[config.mk]
export PLATFORM = sky130hd
export DESIGN_NAME = modem_line_ctl
export DESIGN_NICKNAME = d
export VERILOG_FILES = /design/src/rtl/modem_line_pkg.sv /design/src/rtl/modem_line_ctrl.sv /design/src/rtl/modem_line_datapath.sv /design/src/rtl/modem_line_ctl.sv
export SDC_FILE = /design/constraint.sdc
export NUM_CORES = 1
export LEC_CHECK = 0
export BUFFER_PORTS_ARGS = -buffer_cell sky130_fd_sc_hd__buf_2
export CORE_MARGIN = 1.5
export CORE_UTILIZATION = 25
export DETAILED_ROUTE_END_ITERATION = 8
export SLEW_MARGIN = 30
export SYNTH_ARGS = -nofsm -noshare
export SYNTH_HDL_FRONTEND = slang
export SYNTH_SLANG_ARGS = --single-unit
[constraint.sdc]
create_clock -name clk -period 1.24 [get_ports clk]
set_input_delay 0.062 -clock clk [delete_from_list [all_inputs] [get_ports clk]]
set_output_delay 0.062 -clock clk [all_outputs]
set_load 0.01 [all_outputs]
[src/rtl/modem_line_pkg.sv]
package modem_line_pkg;
  localparam int CTRL_W    = 5;
  localparam int NUM_LINES = 4;
  localparam int STAT_W    = 2 * NUM_LINES;

  // control bit positions
  localparam int CB_DTR  = 0;
  localparam int CB_RTS  = 1;
  localparam int CB_OUT1 = 2;
  localparam int CB_OUT2 = 3;
  localparam int CB_LOOP = 4;

  // input line indices (status bit = index for flag, index+4 for level)
  localparam int LN_CTS = 0;
  localparam int LN_DSR = 1;
  localparam int LN_RI  = 2;
  localparam int LN_DCD = 3;

  typedef logic [CTRL_W-1:0]    ctrlWord_t;
  typedef logic [NUM_LINES-1:0] lineVec_t;

  typedef struct packed {
    logic     loopEn;
    lineVec_t loopLinesN;
    logic     clearFlags;
  } ctrlStrobes_t;
endpackage

[src/rtl/modem_line_ctrl.sv]
module modem_line_ctrl
  import modem_line_pkg::*;
(
  input  logic         clk,
  input  logic         rstN,
  input  logic         ctrlWe,
  input  ctrlWord_t    ctrlWdata,
  input  logic         statRd,
  output lineVec_t     outPinsN,
  output ctrlStrobes_t strobes
);
  ctrlWord_t ctrlQ;

  always_ff @(posedge clk or negedge rstN) begin
    if (!rstN)       ctrlQ <= '0;
    else if (ctrlWe) ctrlQ <= ctrlWdata;
  end

  logic loopOn;
  assign loopOn = ctrlQ[CB_LOOP];

  // outputs in {out2, out1, rts, dtr} order, parked high in loopback
  always_comb begin
    outPinsN = '1;
    if (!loopOn) begin
      outPinsN[0] = ~ctrlQ[CB_DTR];
      outPinsN[1] = ~ctrlQ[CB_RTS];
      outPinsN[2] = ~ctrlQ[CB_OUT1];
      outPinsN[3] = ~ctrlQ[CB_OUT2];
    end
  end

  // internal crossbar feeding the input lines during loopback
  always_comb begin
    strobes.loopEn             = loopOn;
    strobes.loopLinesN[LN_CTS] = ~ctrlQ[CB_RTS];
    strobes.loopLinesN[LN_DSR] = ~ctrlQ[CB_DTR];
    strobes.loopLinesN[LN_RI]  = ~ctrlQ[CB_OUT1];
    strobes.loopLinesN[LN_DCD] = ~ctrlQ[CB_OUT2];
    strobes.clearFlags         = statRd;
  end

  assert_loop_parks_outputs_R3: assert property (@(posedge clk) disable iff (!rstN)
    (ctrlWe && ctrlWdata[CB_LOOP]) |=> (outPinsN == '1));

  assert_write_drives_dtr_R2: assert property (@(posedge clk) disable iff (!rstN)
    (ctrlWe && !ctrlWdata[CB_LOOP]) |=> (outPinsN[0] == !$past(ctrlWdata[CB_DTR])));
endmodule

[src/rtl/modem_line_datapath.sv]
module modem_line_datapath
  import modem_line_pkg::*;
#(
  parameter int SYNC_STAGES = 2
) (
  input  logic              clk,
  input  logic              rstN,
  input  lineVec_t          pinsN,
  input  ctrlStrobes_t      strobes,
  output logic [STAT_W-1:0] status,
  output logic              msIrq
);
  lineVec_t rawN, syncN, prevN, events, flags;

  assign rawN = strobes.loopEn ? strobes.loopLinesN : pinsN;

  for (genvar i = 0; i < NUM_LINES; i++) begin : g_sync
    logic [SYNC_STAGES-1:0] chain;
    always_ff @(posedge clk or negedge rstN) begin
      if (!rstN) chain <= '1;
      else       chain <= {chain[SYNC_STAGES-2:0], rawN[i]};
    end
    assign syncN[i] = chain[SYNC_STAGES-1];
  end

  always_ff @(posedge clk or negedge rstN) begin
    if (!rstN) prevN <= '1;
    else       prevN <= syncN;
  end

  // change detection: any edge on CTS/DSR/DCD, low-to-high pin edge on RI
  for (genvar i = 0; i < NUM_LINES; i++) begin : g_evt
    if (i == LN_RI) begin : g_ring
      assign events[i] = syncN[i] & ~prevN[i];
    end else begin : g_delta
      assign events[i] = syncN[i] ^ prevN[i];
    end
  end

  always_ff @(posedge clk or negedge rstN) begin
    if (!rstN) flags <= '0;
    else       flags <= (flags & ~{NUM_LINES{strobes.clearFlags}}) | events;
  end

  assign status = {~syncN, flags};
  assign msIrq  = |flags;

  assert_flag_sticky_R6: assert property (@(posedge clk) disable iff (!rstN)
    (flags[LN_CTS] && !strobes.clearFlags) |=> flags[LN_CTS]);

  assert_read_clears_R9: assert property (@(posedge clk) disable iff (!rstN)
    (strobes.clearFlags && events == '0) |=> (flags == '0));

  assert_event_kept_on_read_R10: assert property (@(posedge clk) disable iff (!rstN)
    (events[LN_DSR]) |=> flags[LN_DSR]);

  assert_ring_fall_ignored_R7: assert property (@(posedge clk) disable iff (!rstN)
    (!syncN[LN_RI] && prevN[LN_RI] && strobes.clearFlags) |=> !flags[LN_RI]);
endmodule

[src/rtl/modem_line_ctl.sv]
module modem_line_ctl
  import modem_line_pkg::*;
#(
  parameter int SYNC_STAGES = 2
) (
  input  logic       clk,
  input  logic       rstN,
  input  logic       ctrlWe,
  input  logic [4:0] ctrlWdata,
  input  logic       statRd,
  input  logic       ctsN,
  input  logic       dsrN,
  input  logic       riN,
  input  logic       dcdN,
  output logic       dtrN,
  output logic       rtsN,
  output logic       out1N,
  output logic       out2N,
  output logic [7:0] status,
  output logic       msIrq
);
  ctrlStrobes_t strobes;
  lineVec_t     outPinsN;
  lineVec_t     pinsN;

  assign pinsN = {dcdN, riN, dsrN, ctsN};

  modem_line_ctrl u_ctrl (
    .clk       (clk),
    .rstN      (rstN),
    .ctrlWe    (ctrlWe),
    .ctrlWdata (ctrlWdata),
    .statRd    (statRd),
    .outPinsN  (outPinsN),
    .strobes   (strobes)
  );

  modem_line_datapath #(.SYNC_STAGES(SYNC_STAGES)) u_dp (
    .clk     (clk),
    .rstN    (rstN),
    .pinsN   (pinsN),
    .strobes (strobes),
    .status  (status),
    .msIrq   (msIrq)
  );

  assign dtrN  = outPinsN[0];
  assign rtsN  = outPinsN[1];
  assign out1N = outPinsN[2];
  assign out2N = outPinsN[3];

  assert_irq_matches_flags_R8: assert property (@(posedge clk) disable iff (!rstN)
    msIrq == (status[3:0] != 4'b0000));
endmodule

==> results.json <==
{
  "critical_path_class": "reg -> out",
  "grt_use_total": 0.08910,
  "place_inst": 110,
  "synth.distinct_cells": 11,
  "drv_slew": 0,
  "rsz0062_at_grt": "false",
  "cp-start-kind": "flop",
  "insertion_delay_ns": 0.30,
  "leakagePower_uw": 0.0005148,
  "drt-total-wl_um": 1313,
  "cts_tree": "built",
  "wl_per_cell_um": 10.50,
  "min_period_ns": 1.163,
  "tightest_slew_ns": 0.4506,
  "cts_sinks": 21,
  "p_per_area_mw_per_mm2": 1365,
  "grt_pass1_vias": 540,
  "initial_core_util": 0.2706,
  "dieHeight_um": 58.57,
  "ys_seq_area_frac": 0.7002,
  "die_x_um": 58.57,
  "grt_pass1_wl_um": 2235,
  "syn_nets": 68,
  "setup.worst_path.end_class": "output port",
  "final_common_cell": "buf_2",
  "r2r-start": "u_dp.g_sync[3].chain[1]",
  "ys_warn_count": 0,
  "fin_nets": 108,
  "syn-cell-area_um2": 772.0,
  "die_area_mm2": 0.003430,
  "gr-total-overflow": 0,
  "ys_ff_latch": 21,
  "clk_pin_slew_ns": 0.11,
  "cts_setup_buffers": 0,
  "drt_iter0_markers": 13,
  "regArea_um2": 541.8,
  "p_clk_frac": 0.221,
  "setup-tns-final_ns": 0,
  "gp_congestion": 0.6624,
  "port_buffers": 25,
  "syn_area_per_cell_um2": 14.04,
  "nFillCells": 277,
  "clock_skew_ns": 0.007301,
  "core_area_mm2": 0.002853,
  "cell_internal_pwr_uw": 1075,
  "setup_viol": 0,
  "htree_levels": 1,
  "drive_above_1_share": 0.5000,
  "p_sw_frac": 0.2597,
  "critical_path.startpoint": "u_ctrl.ctrlQ[4]",
  "syn_inst": 55,
  "layout_common_cells": "buf_2, inv_1, dfstp_2, dlygate4sd3_1, dfrtp_1",
  "hold_depth": 2,
  "rows": 19,
  "cp.required_ns": 1.18,
  "p_comb_frac": 0.178,
  "via_per_inst": 3.984,
  "max_freq_ghz": 0.8595,
  "grt_max_degree": 22,
  "finalNonFillerCells": 125,
  "period_share": 0.9382,
  "multi_input_area_um2": 175.2,
  "irDropWorstVdd_mv": 0.5875,
  "switchingPower_uw": 377.1,
  "critical_path_arrival_ns": 1.10,
  "rr_endpoint": "u_dp.flags[3]",
  "drt-pass1-iter-count": 2,
  "ioPinCount": 26,
  "clockBufferDepth": 2,
  "r2r_setup_slack_ns": 0.35,
  "antenna_left": 0,
  "vias": 498,
  "area_delta_synth_final_pct": 37.76,
  "relSlewSlack": 0.6996,
  "rr_worst_depth": 2,
  "cts_buffers": 3,
  "hold_viol_final": 0,
  "grt_antenna_before_repair": 0,
  "worst-path-max-fanout": 9,
  "drc": 0,
  "clock-root-buffer": "clkbuf_4",
  "min_path_type": "in -> reg",
  "cap_violations": 0,
  "outcome": "finished, final reports clean",
  "seq_power_share": 0.601,
  "holdCritStartpoint": "ctrlWe",
  "antenna_cells": 0,
  "whs_endpoint": "u_ctrl.ctrlQ[0]"
}
kinds of logic (layout without fill, tap and decap cells):
family,after synthesis,in the layout,synth area share
flip-flops,21,21,0.7002
AO/OA/AOI/OAI,4,4,0.02755
XOR/XNOR,3,3,0.03404
multiplexers,9,9,0.1248
AND/OR/NAND/NOR,5,5,0.04052
buffers and inverters,13,52,0.07293
area by class of cell:
type                            count  share of cell area
Sequential cell                    21              0.5094
Inverter                           12             0.04235
Clock inverter                      1            0.004706
Timing Repair Buffer               36              0.2212
Clock buffer                        3             0.02118
Tap cell                           31             0.03647
Multi-Input combinational cell     21              0.1647
sequential cells by signal, indices dropped and copies added, names as in the netlist:
name / count
u_ctrl.ctrlQ: 5
u_dp.flags: 4
u_dp.g_sync.chain: 8
u_dp.prevN: 4
metal layers:
metal,global-route usage,up-vias,share of wire
met5,0,-,0
met4,0.02922,0,0
met3,0.03956,0,0.069
met2,0.1605,27,0.51
met1,0.09205,223,0.42
li1,-,248,-
synth_stat cells:
| cell type | number | area (um2) |
|---|---|---|
| inv_1 | 12 | 45.04 |
| o22ai_1 | 1 | 6.260 |
| mux2i_1 | 4 | 40.04 |
| dfrtp_1 | 9 | 225.2 |
| mux2_2 | 5 | 56.30 |
| nand2b_1 | 4 | 25.02 |
| nand4_1 | 1 | 6.260 |
| buf_6 | 1 | 11.26 |
| dfstp_2 | 12 | 315.3 |
| o21ai_0 | 3 | 15.01 |
| xnor2_1 | 3 | 26.28 |
power by group through the flow:
stage,Sequential (uW),Clock [uW],Combinational (uW)
2_1_floorplan,884,0,126
3_3_place_gp,879,0,235
3_5_place_dp,887,0,235
4_1_cts,874,347,263
5_1_grt,886,369,292
6_report,872,321,259
worst max path at each step:
stage | slack [ns] | end | depth (start not counted)
final | 0.08 | out1N | 2
after global placement | 0.37 | u_ctrl.ctrlQ[4] | 1
after global routing | 0.005 | out1N | 2
after CTS | 0.02 | out1N | 2
after floorplan | 0.39 | u_ctrl.ctrlQ[4] | 2
after detailed placement | 0.35 | u_ctrl.ctrlQ[4] | 1
repair_timing:
action	CTS	global route
gates resized for setup	0	1
hold endpoints to repair	22	0
hold buffers	11	0
endpoints found under the setup margin	0	4
critical path, cell delays in order, from the launching register on:
cell and delay, ns:
dfrtp_2 0.49, nand2b_1 0.17, buf_2 0.14
through the flow:
| step | hold slack, ns | cell area (um2) | power, uW | setup WS (ns) | utilization |
|---|---|---|---|---|---|
| after floorplan | -0.2336 | 772.0 | 1010 | 0.3917 | - |
| after global placement | 0.02722 | 924.6 | 1113 | 0.3701 | 0.3241 |
| after detailed placement | 0.03804 | 924.6 | 1122 | 0.3470 | 0.3241 |
| after CTS | 0.07664 | 1062 | 1484 | 0.02319 | 0.3724 |
| after global routing | 0.08700 | 1064 | 1547 | 0.005494 | 0.3728 |
| final | 0.09321 | 1064 | 1452 | 0.07659 | 0.3728 |
Power figures use the tool's default switching activity.
